===== src/rtl/ondeck_exec_pkg.sv =====
package ondeck_exec_pkg;

    typedef enum logic [1:0] {
        KIND_MOVE  = 2'b00,
        KIND_SET   = 2'b01,
        KIND_SHIFT = 2'b10,
        KIND_OTHER = 2'b11
    } od_kind_e;

    typedef enum logic [2:0] {
        OP_NONE     = 3'd0,
        OP_OUT_IMM  = 3'd1,
        OP_OUT_DATA = 3'd2,
        OP_OUT_DEC  = 3'd3,
        OP_IN_IMM   = 3'd4,
        OP_IN_INF   = 3'd5,
        OP_IN_DATA  = 3'd6,
        OP_RSVD     = 3'd7
    } cnt_op_e;

    typedef struct packed {
        logic exec;
        logic retire;
        logic torp_hit;
        logic move_step;
        logic move_end;
    } verdict_t;

    function automatic logic is_outer_op(cnt_op_e op);
        return (op == OP_OUT_IMM) || (op == OP_OUT_DATA) || (op == OP_OUT_DEC);
    endfunction

    function automatic logic is_inner_op(cnt_op_e op);
        return (op == OP_IN_IMM) || (op == OP_IN_INF) || (op == OP_IN_DATA);
    endfunction

endpackage


===== src/rtl/ondeck_verdict.sv =====
module ondeck_verdict
    import ondeck_exec_pkg::*;
(
    input  logic     od_valid,
    input  od_kind_e kind,
    input  logic     immune,
    input  logic     pred_ok,
    input  logic     torp_pend,
    input  logic     inner_zero,
    input  logic     inner_one,
    input  logic     inner_inf,
    output verdict_t verdict
);

    logic is_move;
    assign is_move = (kind == KIND_MOVE);

    always_comb begin
        verdict = '0;
        if (od_valid) begin
            if (!pred_ok) begin
                verdict.retire = 1'b1;
            end else if (is_move && !immune && torp_pend) begin
                verdict.torp_hit = 1'b1;
                verdict.retire   = 1'b1;
            end else if (is_move) begin
                if (inner_inf) begin
                    verdict.exec = 1'b1;
                end else if (inner_zero) begin
                    verdict.retire   = 1'b1;
                    verdict.move_end = 1'b1;
                end else if (inner_one) begin
                    verdict.exec     = 1'b1;
                    verdict.retire   = 1'b1;
                    verdict.move_end = 1'b1;
                end else begin
                    verdict.exec      = 1'b1;
                    verdict.move_step = 1'b1;
                end
            end else begin
                verdict.exec   = 1'b1;
                verdict.retire = 1'b1;
            end
        end
    end

endmodule


===== src/rtl/ondeck_loop_counters.sv =====
module ondeck_loop_counters
    import ondeck_exec_pkg::*;
#(
    parameter int CNT_W  = 6,
    parameter int IMM_W  = 6,
    parameter int DATA_W = 16
) (
    input  logic              clk,
    input  logic              rst,
    input  logic              set_fire,
    input  cnt_op_e           op,
    input  logic [IMM_W-1:0]  imm,
    input  logic [DATA_W-1:0] data,
    input  logic              move_step,
    input  logic              move_end,
    input  logic              torp_hit,
    output logic [CNT_W-1:0]  outer_q,
    output logic [CNT_W-1:0]  inner_q,
    output logic              inner_inf_q
);

    localparam int PAD_W = CNT_W - IMM_W;
    localparam logic [CNT_W-1:0] CNT_ONE = CNT_W'(1);

    logic [CNT_W-1:0] imm_ext;
    logic [CNT_W-1:0] data_low;

    generate
        if (PAD_W > 0) begin : g_pad
            assign imm_ext = {{PAD_W{1'b0}}, imm};
        end else begin : g_nopad
            assign imm_ext = imm[CNT_W-1:0];
        end
    endgenerate

    assign data_low = data[CNT_W-1:0];

    logic [CNT_W-1:0] outer_d;
    logic [CNT_W-1:0] inner_d;
    logic             inf_d;

    always_comb begin
        outer_d = outer_q;
        if (torp_hit) begin
            outer_d = '0;
        end else if (set_fire && is_outer_op(op)) begin
            unique case (op)
                OP_OUT_IMM:  outer_d = imm_ext;
                OP_OUT_DATA: outer_d = data_low;
                OP_OUT_DEC:  outer_d = (outer_q == '0) ? '0 : outer_q - CNT_ONE;
                default:     outer_d = outer_q;
            endcase
        end
    end

    always_comb begin
        inner_d = inner_q;
        inf_d   = inner_inf_q;
        if (torp_hit || move_end) begin
            inner_d = CNT_ONE;
            inf_d   = 1'b0;
        end else if (move_step) begin
            inner_d = inner_q - CNT_ONE;
        end else if (set_fire && is_inner_op(op)) begin
            unique case (op)
                OP_IN_IMM: begin
                    inner_d = imm_ext;
                    inf_d   = 1'b0;
                end
                OP_IN_INF: begin
                    inf_d = 1'b1;
                end
                OP_IN_DATA: begin
                    inner_d = data_low;
                    inf_d   = 1'b0;
                end
                default: begin
                    inner_d = inner_q;
                end
            endcase
        end
    end

    always_ff @(posedge clk) begin
        if (rst) begin
            outer_q     <= '0;
            inner_q     <= CNT_ONE;
            inner_inf_q <= 1'b0;
        end else begin
            outer_q     <= outer_d;
            inner_q     <= inner_d;
            inner_inf_q <= inf_d;
        end
    end

endmodule


===== src/rtl/ondeck_torpedo_slot.sv =====
module ondeck_torpedo_slot (
    input  logic clk,
    input  logic rst,
    input  logic in_valid,
    output logic in_ready,
    input  logic take,
    output logic pending
);

    assign in_ready = !pending;

    always_ff @(posedge clk) begin
        if (rst) begin
            pending <= 1'b0;
        end else if (take) begin
            pending <= 1'b0;
        end else if (in_valid && in_ready) begin
            pending <= 1'b1;
        end
    end

endmodule


===== src/rtl/ondeck_hatch.sv =====
module ondeck_hatch (
    input  logic clk,
    input  logic rst,
    input  logic enq_valid,
    input  logic enq_is_tail,
    input  logic reopen,
    output logic enq_ready,
    output logic enq_push,
    output logic open_q
);

    logic seal;

    assign enq_ready = open_q;
    assign seal      = enq_valid && enq_is_tail && open_q;
    assign enq_push  = enq_valid && !enq_is_tail && open_q;

    always_ff @(posedge clk) begin
        if (rst) begin
            open_q <= 1'b1;
        end else if (seal) begin
            open_q <= 1'b0;
        end else if (reopen) begin
            open_q <= 1'b1;
        end
    end

endmodule


===== src/rtl/ondeck_exec_ctl.sv =====
module ondeck_exec_ctl
    import ondeck_exec_pkg::*;
#(
    parameter int CNT_W  = 6,
    parameter int IMM_W  = 6,
    parameter int DATA_W = 16
) (
    input  logic              clk,
    input  logic              rst,
    input  logic              od_valid,
    input  logic [1:0]        od_kind,
    input  logic              od_one_shot,
    input  logic              od_immune,
    input  logic              pred_ok,
    input  logic [2:0]        cnt_op,
    input  logic [IMM_W-1:0]  cnt_imm,
    input  logic [DATA_W-1:0] latch_data,
    input  logic              torp_in_valid,
    output logic              torp_in_ready,
    input  logic              enq_valid,
    input  logic              enq_is_tail,
    output logic              enq_ready,
    output logic              enq_push,
    output logic              od_exec,
    output logic              od_retire,
    output logic              torp_take,
    output logic              requeue,
    output logic              hatch_open,
    output logic              z_flag,
    output logic [CNT_W-1:0]  olc_val,
    output logic [CNT_W-1:0]  ilc_val,
    output logic              ilc_inf
);

    od_kind_e kind;
    cnt_op_e  op;
    verdict_t verdict;
    logic     torp_pend;
    logic     set_fire;
    logic     reopen;

    assign kind = od_kind_e'(od_kind);
    assign op   = cnt_op_e'(cnt_op);

    ondeck_verdict u_verdict (
        .od_valid   (od_valid),
        .kind       (kind),
        .immune     (od_immune),
        .pred_ok    (pred_ok),
        .torp_pend  (torp_pend),
        .inner_zero (ilc_val == '0),
        .inner_one  (ilc_val == CNT_W'(1)),
        .inner_inf  (ilc_inf),
        .verdict    (verdict)
    );

    assign set_fire = verdict.exec && (kind == KIND_SET);

    ondeck_loop_counters #(
        .CNT_W  (CNT_W),
        .IMM_W  (IMM_W),
        .DATA_W (DATA_W)
    ) u_counters (
        .clk         (clk),
        .rst         (rst),
        .set_fire    (set_fire),
        .op          (op),
        .imm         (cnt_imm),
        .data        (latch_data),
        .move_step   (verdict.move_step),
        .move_end    (verdict.move_end),
        .torp_hit    (verdict.torp_hit),
        .outer_q     (olc_val),
        .inner_q     (ilc_val),
        .inner_inf_q (ilc_inf)
    );

    ondeck_torpedo_slot u_torp (
        .clk      (clk),
        .rst      (rst),
        .in_valid (torp_in_valid),
        .in_ready (torp_in_ready),
        .take     (verdict.torp_hit),
        .pending  (torp_pend)
    );

    assign z_flag = (olc_val == '0);
    assign reopen = od_valid && !od_one_shot && z_flag;

    ondeck_hatch u_hatch (
        .clk         (clk),
        .rst         (rst),
        .enq_valid   (enq_valid),
        .enq_is_tail (enq_is_tail),
        .reopen      (reopen),
        .enq_ready   (enq_ready),
        .enq_push    (enq_push),
        .open_q      (hatch_open)
    );

    assign od_exec   = verdict.exec;
    assign od_retire = verdict.retire;
    assign torp_take = verdict.torp_hit;
    assign requeue   = verdict.retire && !od_one_shot && !z_flag;

    initial begin
        if (CNT_W < IMM_W) $error("CNT_W must be at least IMM_W");
        if (DATA_W < CNT_W) $error("DATA_W must be at least CNT_W");
    end

endmodule


===== config.mk =====
export PLATFORM = sky130hd
export DESIGN_NAME = ondeck_exec_ctl
export DESIGN_NICKNAME = d
export VERILOG_FILES = /design/src/rtl/ondeck_exec_pkg.sv /design/src/rtl/ondeck_verdict.sv /design/src/rtl/ondeck_loop_counters.sv /design/src/rtl/ondeck_torpedo_slot.sv /design/src/rtl/ondeck_hatch.sv /design/src/rtl/ondeck_exec_ctl.sv
export SDC_FILE = /design/constraint.sdc
export NUM_CORES = 1
export LEC_CHECK = 0
export ABC_AREA = 1
export CORE_ASPECT_RATIO = 0.8
export CORE_MARGIN = 2
export CORE_UTILIZATION = 47
export CTS_BUF_LIST = sky130_fd_sc_hd__clkbuf_8
export CTS_CLUSTER_SIZE = 20
export DETAILED_ROUTE_END_ITERATION = 8
export PLACE_DENSITY_LB_ADDON = 0.3
export SYNTH_ARGS = -nofsm -noshare
export SYNTH_HDL_FRONTEND = slang
export SYNTH_SLANG_ARGS = --single-unit

===== constraint.sdc =====
create_clock -name clk -period 2.4 [get_ports clk]
set_input_delay 0.36 -clock clk [delete_from_list [all_inputs] [get_ports clk]]
set_output_delay 0.36 -clock clk [all_outputs]
set_load 0.005 [all_outputs]

==> summary.txt <==
Global routing
  – First-pass GRT wire length: 5.609 mm
  – Global-route usage over all layers: 0.2190
  – Largest net degree at the start of global routing: 13
  – Gr ovfl total: 0
  – Initial antenna violation count: 0
  – Vias in the first global route: 1292

Place
  – Placed cell count: 307
  – Input/output buffers: 47
  – Final HPWL DP: 2.780 mm
  – Final Wtd Congestion: 0.8937

Logic synthesis
  – Syn_area_per_cell: 5.835 sq um
  – Cell Area, Synth: 0.001301 sq mm
  – Share of the yosys chip area belonging to registers: 0.2308
  – Ranking of synthesized cells by area: dfxtp_1 (23%), nand2_1 (23%), nor2_1 (11%)
  – FF+latch count, synth: 15
  – Synth top area share: 0.2308
  – Area leader, netlist: dfxtp_1
  – Post-Syn Instances: 223
  – Synth cell types: 25
  – Syn nets: 264
  – Yosys warns: 0

Routing
  – Drt pass-1 iters: 4
  – Vias per inst: 4.939
  – Initial DRC count: 65
  – Routed wire per std cell: 10.99 microns
  – Via count: 1541
  – Number of nets with antenna violations after routing: 0
  – Detailed Route WL: 3.429 mm
  – # DRC: 0

Floorplan
  – I/O Pins: 58
  – Initial Util: 0.4817
  – Chip width: 62.83 microns
  – Die Y: 51.06 microns
  – Core area: 0.002701 sq mm
  – Row count: 17
  – Full die area: 0.003208 sq mm

Setup path
  – CP max FO: 4
  – Largest delay share family, worst path: buffers and inverters
  – CP Capture Type: primary output
  – Crit path DAT: 1910 ps
  – Slowest stage delay, CP: 520 ps
  – CP max stage cell: clkdlybuf4s50_1
  – WS Path Type: in -> out
  – CP startpoint kind: input port
  – Critical Path, Cell by Cell: clkdlybuf4s50_1, nor2_4, nand2_1, nand4_1, nand2_1, nor3_1, clkdlybuf4s50_1
  – Required @ worst endpoint: 2040 ps
  – Worst path bufs/invs: 2

Clocking
  – Clock Tree Buf Depth: 2
  – Clock Sinks: 15
  – TritonCTS Buffers: 3
  – Clock root cell: clkbuf_8
  – CTS tree: yes
  – CTS H-Tree Depth: 1
  – Worst-path clk slew: 60 ps
  – Worst-Skew Late Latency: 250 ps

Timing
  – Minimum clock period: 2269 ps
  – FMAX: 440.7 MHz
  – Fin. Hold Viols: 0
  – Least-Margin Pin Slew: 397.5 ps
  – RSZ-0062 raised after global routing: no
  – Worst rel slew slack: 0.7340
  – Fin Setup TNS: 0 ps
  – Fin Clk Skew: 4.536 ps
  – Max Transition Viols Final: 0
  – Setup Viol. Count Final: 0
  – Final Cycle Share: 0.9454

Power and ir drop
  – Seq pwr share: 0.400
  – Comb power frac: 0.280
  – Leakage: 0.9023 nW
  – NetSw: 188.5 uW
  – Pint: 465.9 uW
  – Maximum vdd ir drop: 0.0002967 V
  – Clock share of power: 0.320
  – Switch share: 0.2881
  – Pwr Density: 348.5 mW/mm^2

Layout
  – Fillers: 253
  – Non-Filler Instances: 312
  – Synthesis-to-layout area growth: 44.33%
  – Layout cell share with drive strength beyond 1: 0.09854
  – N_diodes: 0
  – Final Net Count: 316

Flow run
  – Max Cap Viol: 0

Run status
  – Status: finished, final reports clean

Hold path
  – Hold Path Class: reg -> reg
[layout by cell type, fill, tap and decap left out]
cell | synthesis | layout
nand2_1 | 80 | 79
clkdlybuf4s50_1 | 0 | 47
nor2_1 | 38 | 37
inv_1 | 23 | 22
nand3_1 | 22 | 22
dfxtp_1 | 15 | 14
inv_2 | 3 | 5
nand4_1 | 4 | 4
o211ai_1 | 4 | 4
xor2_1 | 4 | 4
a21oi_1 | 4 | 4
buf_4 | 3 | 4
nor2_2 | 2 | 3
nor2_4 | 3 | 3
ha_1 | 5 | 3
clkbuf_8 | 0 | 3
xnor2_1 | 2 | 2
o21ai_0 | 2 | 2
ha_2 | 0 | 2
nand2_2 | 0 | 1
a21oi_4 | 1 | 1
and2_4 | 1 | 1
nor3_1 | 1 | 1
nand3_2 | 1 | 1
nand4_2 | 1 | 1
mux2_2 | 1 | 1
o21ai_1 | 1 | 1
nand3b_1 | 1 | 1
dfxtp_2 | 0 | 1
[logic make-up (layout without fill, tap and decap cells)]
family | count (synthesis) | count (layout) | share of synthesized area
buf+inv | 30 | 81 | 0.09615
xor+xnor | 6 | 6 | 0.04038
simple gates | 154 | 154 | 0.5135
fa+ha+maj | 5 | 5 | 0.04808
compound gates | 12 | 12 | 0.06250
mux | 1 | 1 | 0.008653
flops | 15 | 15 | 0.2308
[sequential cells by signal (all words and copies together), names as in the netlist]
signal,cells
u_hatch.enq_ready,1
u_torp.pending,1
u_counters.inner_inf_q,1
u_counters.outer_q,6
u_counters.inner_q,6
[worst min-delay path: stages (launching register included)]
cell	delay, ps
dfxtp_1	320
nor2_1	50
nor2_1	90
[layout make-up]
class,instances,area [sq um],share of cell area
inverter,26,97.59,0.05197
multi-input combinational,178,885.9,0.4717
timing repair buffer,51,500.5,0.2665
clock buffer,3,41.29,0.02199
tap,38,47.55,0.02532
clock inverter,1,3.754,0.001999
sequential,15,301.5,0.1606
[metal layers]
metal  GRT usage  share of wire  vias up
met5           0              0        -
met3     0.03304          0.060        4
met4     0.04444         0.0061        0
li1            -              -      808
met2      0.3638           0.45       48
met1      0.3041           0.49      681
[per-stage QoR]
| stage | utilization | power [mW] | area [sq um] | hold slack, ps | setup WS (ps) |
|---|---|---|---|---|---|
| floorplan | - | 0.3569 | 1301 | 451.6 | 893.2 |
| CTS | 0.6883 | 0.6578 | 1859 | 495.0 | 40.69 |
| finish | 0.6952 | 0.6544 | 1878 | 493.2 | 131.1 |
| global route | 0.6952 | 0.6895 | 1878 | 530.7 | 12.21 |
| detailed placement | 0.6716 | 0.4478 | 1814 | 480.5 | 112.4 |
| global placement | 0.6716 | 0.4448 | 1814 | 464.4 | 152.4 |
[synthesized netlist by cell type]
library cell	number
inv_2	3
nor2_1	38
o211ai_1	4
nand4_1	4
mux2_2	1
nor3_1	1
buf_4	3
nand3_1	22
a21oi_1	4
nand3b_1	1
xor2_1	4
nand2_1	80
ha_1	5
nor2_4	3
a21oi_4	1
o21ai_1	1
nand3_2	1
xnor2_1	2
dfxtp_1	15
buf_2	1
o21ai_0	2
nor2_2	2
and2_4	1
inv_1	23
nand4_2	1
[final timing paths]
kind,slack [ps],cells after the start,end,from
hold reg to reg,490,2,u_torp.pending,u_torp.pending
setup reg to reg,840,9,u_counters.inner_q[3],u_counters.inner_q[1]
hold / removal,490,2,u_torp.pending,u_torp.pending
setup / recovery,130,7,requeue,od_kind[1]
[what timing repair did]
item,CTS,global route
endpoints found under the hold margin,0,0
resized for setup,1,6
setup endpoints to repair,1,1
setup buffers,0,1
hold buffers,0,0
[power groups by stage]
stage / sequential, mW / clock (mW) / combinational, mW
6_report: 0.262 / 0.209 / 0.184
5_1_grt: 0.263 / 0.225 / 0.202
4_1_cts: 0.261 / 0.215 / 0.182
3_5_place_dp: 0.267 / 0 / 0.181
3_3_place_gp: 0.267 / 0 / 0.178
2_1_floorplan: 0.267 / 0 / 0.0901
No activity file was read; power rests on OpenSTA's default activity.
